$ cat src/rtl/strm_get_pkg.sv
package strm_get_pkg;

    localparam logic [4:0] CAUSE_STREAM = 5'b00000;
    localparam logic [4:0] CAUSE_PRIV   = 5'b00111;

    typedef struct packed {
        logic [3:0] idx;
        logic       nb;
        logic       ctl;
        logic       exc;
        logic       tst;
        logic       atom;
        logic       user;
    } get_op_t;

    function automatic logic [3:0] pick_link(input logic [3:0] idx, input int unsigned nl);
        return (32'(idx) >= nl) ? 4'd0 : idx;
    endfunction

endpackage

$ cat src/rtl/strm_link_mux.sv
module strm_link_mux #(
    parameter int NUM_LINKS = 4,
    parameter int DATA_W    = 32
) (
    input  logic                          clk,
    input  logic                          rst,
    input  logic [3:0]                    sel,
    input  logic                          take,
    input  logic [NUM_LINKS*DATA_W-1:0]   s_data,
    input  logic [NUM_LINKS-1:0]          s_valid,
    input  logic [NUM_LINKS-1:0]          s_last,
    output logic [NUM_LINKS-1:0]          s_ready,
    output logic [DATA_W-1:0]             sel_data,
    output logic                          sel_valid,
    output logic                          sel_last
);
    always_comb begin
        sel_data  = '0;
        sel_valid = 1'b0;
        sel_last  = 1'b0;
        for (int i = 0; i < NUM_LINKS; i++) begin
            if (sel == 4'(i)) begin
                sel_data  = s_data[i*DATA_W +: DATA_W];
                sel_valid = s_valid[i];
                sel_last  = s_last[i];
            end
        end
    end

    for (genvar g = 0; g < NUM_LINKS; g++) begin : g_rdy
        assign s_ready[g] = take && (sel == 4'(g));

        AST_READY_HAS_VALID: assert property (@(posedge clk) disable iff (rst)
            s_ready[g] |-> s_valid[g]);
    end
endmodule

$ cat src/rtl/strm_get_ctrl.sv
module strm_get_ctrl
    import strm_get_pkg::*;
#(
    parameter int NUM_LINKS = 4,
    parameter bit AREA_OPT  = 1'b0,
    parameter bit EXT_EN    = 1'b1,
    parameter bit EXC_EN    = 1'b1
) (
    input  logic    clk,
    input  logic    rst,
    input  logic    issue,
    input  get_op_t in_op,
    input  logic    sel_valid,
    output get_op_t cur,
    output logic [3:0] eff_idx,
    output logic    complete,
    output logic    take,
    output logic    stall,
    output logic    irq_ok
);
    get_op_t incoming, held;
    logic    pend, active;

    always_comb begin
        incoming = in_op;
        if (!EXT_EN) begin
            incoming.exc  = 1'b0;
            incoming.tst  = 1'b0;
            incoming.atom = 1'b0;
        end
        if (!EXC_EN) incoming.exc = 1'b0;
    end

    assign cur      = pend ? held : incoming;
    assign active   = AREA_OPT ? pend : (pend || issue);
    assign eff_idx  = pick_link(cur.idx, NUM_LINKS);
    assign complete = active && (cur.user || cur.nb || sel_valid);
    assign take     = complete && !cur.user && sel_valid && !cur.tst;
    assign stall    = (pend || issue) && !complete;
    assign irq_ok   = stall && EXT_EN && !cur.atom;

    always_ff @(posedge clk) begin
        if (rst) begin
            pend <= 1'b0;
            held <= '0;
        end else if (complete) begin
            pend <= 1'b0;
        end else if (issue && !pend) begin
            pend <= 1'b1;
            held <= incoming;
        end
    end

    AST_STALL_NO_TAKE: assert property (@(posedge clk) disable iff (rst)
        stall |-> !take);
    AST_PEND_HOLDS_OP: assert property (@(posedge clk) disable iff (rst)
        (pend && !complete) |=> (pend && $stable(held)));
endmodule

$ cat src/rtl/strm_get_status.sv
module strm_get_status
    import strm_get_pkg::*;
#(
    parameter int DATA_W = 32
) (
    input  logic              clk,
    input  logic              rst,
    input  logic              complete,
    input  logic [3:0]        op_idx,
    input  logic              op_nb,
    input  logic              op_ctl,
    input  logic              op_exc,
    input  logic              op_user,
    input  logic              sel_valid,
    input  logic              sel_last,
    input  logic [DATA_W-1:0] sel_data,
    output logic              done,
    output logic              wr_en,
    output logic [DATA_W-1:0] wr_data,
    output logic              carry,
    output logic              strm_err,
    output logic              exc_valid,
    output logic [4:0]        exc_cause,
    output logic [3:0]        exc_status,
    output logic [DATA_W-1:0] exc_data
);
    logic mism;
    assign mism = sel_valid && (sel_last != op_ctl);

    always_ff @(posedge clk) begin
        if (rst) begin
            done       <= 1'b0;
            wr_en      <= 1'b0;
            wr_data    <= '0;
            carry      <= 1'b0;
            strm_err   <= 1'b0;
            exc_valid  <= 1'b0;
            exc_cause  <= '0;
            exc_status <= '0;
            exc_data   <= '0;
        end else begin
            done      <= complete;
            wr_en     <= 1'b0;
            exc_valid <= 1'b0;
            if (complete) begin
                if (op_user) begin
                    exc_valid <= 1'b1;
                    exc_cause <= CAUSE_PRIV;
                end else begin
                    strm_err <= mism;
                    if (op_nb) carry <= !sel_valid;
                    if (op_exc && mism) begin
                        exc_valid  <= 1'b1;
                        exc_cause  <= CAUSE_STREAM;
                        exc_status <= op_idx;
                        exc_data   <= sel_data;
                    end else if (sel_valid) begin
                        wr_en   <= 1'b1;
                        wr_data <= sel_data;
                    end
                end
            end
        end
    end

    AST_EXC_NO_WRITE: assert property (@(posedge clk) disable iff (rst)
        exc_valid |-> !wr_en);
    AST_WR_NEEDS_DONE: assert property (@(posedge clk) disable iff (rst)
        wr_en |-> done);
endmodule

$ cat src/rtl/strm_get_unit.sv
module strm_get_unit
    import strm_get_pkg::*;
#(
    parameter int NUM_LINKS = 4,
    parameter int DATA_W    = 32,
    parameter bit AREA_OPT  = 1'b0,
    parameter bit EXT_EN    = 1'b1,
    parameter bit EXC_EN    = 1'b1
) (
    input  logic                        clk,
    input  logic                        rst,
    input  logic                        issue,
    input  logic                        user_mode,
    input  logic [3:0]                  op_idx,
    input  logic                        op_nb,
    input  logic                        op_ctl,
    input  logic                        op_exc,
    input  logic                        op_tst,
    input  logic                        op_atom,
    input  logic [NUM_LINKS*DATA_W-1:0] s_data,
    input  logic [NUM_LINKS-1:0]        s_valid,
    input  logic [NUM_LINKS-1:0]        s_last,
    output logic [NUM_LINKS-1:0]        s_ready,
    output logic                        stall,
    output logic                        irq_ok,
    output logic                        done,
    output logic                        wr_en,
    output logic [DATA_W-1:0]           wr_data,
    output logic                        carry,
    output logic                        strm_err,
    output logic                        exc_valid,
    output logic [4:0]                  exc_cause,
    output logic [3:0]                  exc_status,
    output logic [DATA_W-1:0]           exc_data
);
    get_op_t           in_op, cur;
    logic [3:0]        eff_idx;
    logic              complete, take, sel_valid, sel_last;
    logic [DATA_W-1:0] sel_data;

    assign in_op = '{idx: op_idx, nb: op_nb, ctl: op_ctl, exc: op_exc,
                     tst: op_tst, atom: op_atom, user: user_mode};

    strm_get_ctrl #(.NUM_LINKS(NUM_LINKS), .AREA_OPT(AREA_OPT),
                    .EXT_EN(EXT_EN), .EXC_EN(EXC_EN)) i_ctrl (
        .clk(clk), .rst(rst), .issue(issue), .in_op(in_op),
        .sel_valid(sel_valid), .cur(cur), .eff_idx(eff_idx),
        .complete(complete), .take(take), .stall(stall), .irq_ok(irq_ok)
    );

    strm_link_mux #(.NUM_LINKS(NUM_LINKS), .DATA_W(DATA_W)) i_mux (
        .clk(clk), .rst(rst), .sel(eff_idx), .take(take),
        .s_data(s_data), .s_valid(s_valid), .s_last(s_last), .s_ready(s_ready),
        .sel_data(sel_data), .sel_valid(sel_valid), .sel_last(sel_last)
    );

    strm_get_status #(.DATA_W(DATA_W)) i_status (
        .clk(clk), .rst(rst), .complete(complete),
        .op_idx(cur.idx), .op_nb(cur.nb), .op_ctl(cur.ctl), .op_exc(cur.exc),
        .op_user(cur.user), .sel_valid(sel_valid), .sel_last(sel_last),
        .sel_data(sel_data), .done(done), .wr_en(wr_en), .wr_data(wr_data),
        .carry(carry), .strm_err(strm_err), .exc_valid(exc_valid),
        .exc_cause(exc_cause), .exc_status(exc_status), .exc_data(exc_data)
    );

    AST_READY_ONEHOT: assert property (@(posedge clk) disable iff (rst)
        $onehot0(s_ready));
    AST_PRIV_TRAP: assert property (@(posedge clk) disable iff (rst)
        (complete && cur.user) |=> (exc_valid && exc_cause == CAUSE_PRIV && !wr_en));
    AST_USER_NO_READY: assert property (@(posedge clk) disable iff (rst)
        (complete && cur.user) |-> (s_ready == '0));
endmodule

$ cat config.mk
export PLATFORM = sky130hd
export DESIGN_NAME = strm_get_unit
export DESIGN_NICKNAME = d
export VERILOG_FILES = /design/src/rtl/strm_get_pkg.sv /design/src/rtl/strm_link_mux.sv /design/src/rtl/strm_get_ctrl.sv /design/src/rtl/strm_get_status.sv /design/src/rtl/strm_get_unit.sv
export SDC_FILE = /design/constraint.sdc
export NUM_CORES = 1
export LEC_CHECK = 0
export CAP_MARGIN = 20
export CELL_PAD_IN_SITES_DETAIL_PLACEMENT = 1
export CELL_PAD_IN_SITES_GLOBAL_PLACEMENT = 1
export CORE_AREA = 2 2 134 136
export CTS_BUF_LIST = sky130_fd_sc_hd__clkbuf_16
export DETAILED_ROUTE_END_ITERATION = 10
export DIE_AREA = 0 0 136 138
export PLACE_DENSITY_LB_ADDON = 0.1
export SETUP_SLACK_MARGIN = 0.2
export SYNTH_ARGS = -nofsm -noshare
export SYNTH_HDL_FRONTEND = slang
export SYNTH_SLANG_ARGS = --single-unit
export TNS_END_PERCENT = 10
$ cat constraint.sdc
create_clock -name clk -period 2.2 [get_ports clk]
set_input_delay 0.33 -clock clk [delete_from_list [all_inputs] [get_ports clk]]
set_output_delay 0.33 -clock clk [all_outputs]
set_load 0.05 [all_outputs]
==> results.cfg <==
[worst_setup_path]
path_cells = buf_6 -> nand3b_1 -> nand2_4 -> a22o_4 -> buf_6 -> a211oi_4 -> nand3_2 -> a21oi_4 -> buf_12
cpPeakStageDelay_ns = 0.39
path_common_cell = buf_6
cp_max_fo = 8
r2r_cells = 10
cp-end-kind = output pin
startpoint = i_ctrl.pend$_SDFFE_PP0P_
cp-start-kind = flip-flop
critical_path_class = reg2out
worstReg2RegEnd = i_status.exc_data[17]$_SDFFE_PP0P_
arrival_ns = 2.23
r2r_setup_slack_ns = -0.23
r2r_start = i_ctrl.pend$_SDFFE_PP0P_
cp-endpoint = s_ready[2]
critical_path.slowest_cell = dfxtp_4
cp_data_required_time_ns = 1.87

[placed_design]
hpwl_mm = 12.9
port_buffers = 230
dpl_cell_area_mm2 = 0.00731
gp_congestion = 0.801

[logic_synthesis]
synth_common_cells = dfxtp_1 (85), mux2i_1 (75), nand2b_1 (65)
async_flop_share = 0
synth_top_family_by_area = simple AND/OR/NAND/NOR gates
synth_compound_area_frac = 0.183
yosys.area.top_type = dfxtp_1
yosysTopAreaCellShare = 0.383
synth_most_common_cell = dfxtp_1
synthTopCellsByArea = dfxtp_1 (38%), mux2i_1 (17%), nand2b_1 (9.1%)
synth.avg_cell_area_um2 = 9.82
synth_edf_count = 0
synthesis.area_mm2 = 0.00445
yosysSeqAreaShare = 0.383
synth.mux.area_fraction = 0.179
synthAdderAreaFrac = 0
synthFlopType = dfxtp_1
synth-seq-cells = 85
synth.distinct_cells = 42
synthCells = 453
yosys.area_share.simple = 0.196
yosysWarningCount = 0
synth_xor_area_frac = 0

[routing]
drt_iter0_drc = 221
drt-total-wl_mm = 17.8
ant_nets = 0
wire_per_inst_um = 19.0
vias = 4583
drt_pass1_iterations = 7
via_per_inst = 4.87
drc = 0

[floorplan]
die_height_um = 138
die_x_um = 136
start_util = 0.254
rows = 49
core_mm2 = 0.0175
die_area_mm2 = 0.0188
io_pins = 233

[timing]
grt_setup_unrepaired = true
fin_skew_ns = 0.00759
slew_violations = 0
setup_ws_ns = -0.361
period_share = 1.16
timing.final.crit_period_ns = 2.56
whs_ns = 0.348
fin_tns_setup_ns = -15.21
setup_viol = 87
timing.fmax_mhz = 390
tightest_slew_ns = 0.582
hold_viol_final = 0
relSlewSlack = 0.611

[finish]
synthToLayoutAreaGrowth_pct = 80.8
stdcell_area_mm2 = 0.00804
final_nets = 856
drive_gt1_frac = 0.226
nFillCells = 1937
multiInputGateArea_mm2 = 0.00277
seq_area_mm2 = 0.00171
diodes = 0

[flow_run]
drv_cap = 0

[status]
violations = setup timing
status = finished with violations

[clocking]
clk_latency_ns = 0.35
cts_buffer_depth = 2
h-tree-depth = 3
cts_sinks = 85
cts_tree = built
root_buffer = clkbuf_16
path_clk_slew_ns = 0.06
cts_buffers = 9

[global_routing]
grt_max_degree = 64
antenna_found_initial = 0
grt_pass1_vias = 5080
gr-usage-all-layers = 0.187
grt_first_pass_wirelength_mm = 27.4
grt.overflow.total = 0

[power_and_ir_drop]
vdd_drop_max_uv = 355
p_per_area_mw_per_mm2 = 554
leakage_uw = 0.00335

[worst_hold_path]
hp-class = in2reg
sequential cells by signal, summed over array words and instances (netlist names):
name and cells:
i_ctrl.held 10, i_ctrl.pend 1, i_status.carry 1, i_status.done 1, i_status.exc_cause 1, i_status.exc_data 32, i_status.exc_status 4, i_status.exc_valid 1
i_status.strm_err 1, i_status.wr_data 32, i_status.wr_en 1
worst max-delay path: cells and delay by family (launching register included):
family | cells | cell delay [ns]
buffers and inverters | 3 | 0.41
flip-flops | 1 | 0.39
AO/OA/AOI/OAI | 3 | 0.69
AND/OR/NAND/NOR | 3 | 0.39
cell type report:
type                            count  share of cell area
Timing Repair Buffer              286               0.364
Multi-Input combinational cell    317               0.344
Sequential cell                    85               0.212
Tap cell                          229              0.0356
Clock buffer                        9              0.0280
Clock inverter                      7              0.0123
Inverter                            8             0.00373
stage by stage:
stage	util	setup slack (ns)	instances	total power, uW
6_report	0.459	-0.361	941	4460
3_3_place_gp	0.417	-0.534	907	2720
4_1_cts	0.452	-0.359	934	4490
2_1_floorplan	-	-0.0706	454	2210
5_1_grt	0.459	-0.445	941	4650
3_5_place_dp	0.417	-0.615	907	2740
layer usage:
| layer | GRT usage | part of all wire |
|---|---|---|
| met1 | 0.219 | 0.40 |
| met4 | 0.0729 | 0.026 |
| met5 | 0 | 0 |
| met3 | 0.0359 | 0.053 |
| met2 | 0.332 | 0.52 |
power breakdown:
part / switching, uW / internal, uW
Combinational: 555 / 609
Sequential: 30.0 / 1590
Clock: 673 / 1000
Total: 1260 / 3200
layout by cell type (no fill, tap or decap), types with 8 or more instances in the layout:
| cell type | n |
|---|---|
| clkdlybuf4s50_1 | 219 |
| inv_1 | 8 |
| nor2_1 | 13 |
| a222oi_1 | 32 |
| buf_4 | 36 |
| buf_6 | 12 |
| or2_2 | 32 |
| dfxtp_1 | 84 |
| buf_12 | 11 |
| nand2b_1 | 64 |
| mux2i_1 | 73 |
| clkbuf_16 | 9 |
| a22o_1 | 32 |
cells by family (layout without fill, tap and decap cells):
group           Yosys count  count (layout)
compound gates           91              91
buf+inv                  52             310
mux                      79              79
flops                    85              85
other cells               1               2
simple gates            145             145
what timing repair did:
item	in CTS	in global routing
gates resized for setup	45	18
endpoints found under the setup margin	90	91
hold buffers	0	0
gates cloned	2	0
pin swaps	17	11
setup buffers	9	7
how the worst min path moves through the flow:
stage | start | endpoint | depth (start not counted) | slack [ns]
final | rst | i_status.wr_en$_SDFF_PP0_ | 2 | 0.35
after global routing | rst | i_status.wr_en$_SDFF_PP0_ | 2 | 0.38
after CTS | rst | i_status.wr_en$_SDFF_PP0_ | 2 | 0.34
after detailed placement | i_status.exc_status[1]$_SDFFE_PP0P_ | i_status.exc_status[1]$_SDFFE_PP0P_ | 2 | 0.46
after global placement | i_ctrl.held[5]$_SDFFE_PP0P_ | i_ctrl.held[5]$_SDFFE_PP0P_ | 1 | 0.45
after floorplan | i_ctrl.held[0]$_SDFFE_PP0P_ | i_ctrl.held[0]$_SDFFE_PP0P_ | 1 | 0.43
Power figures use the tool's default switching activity.
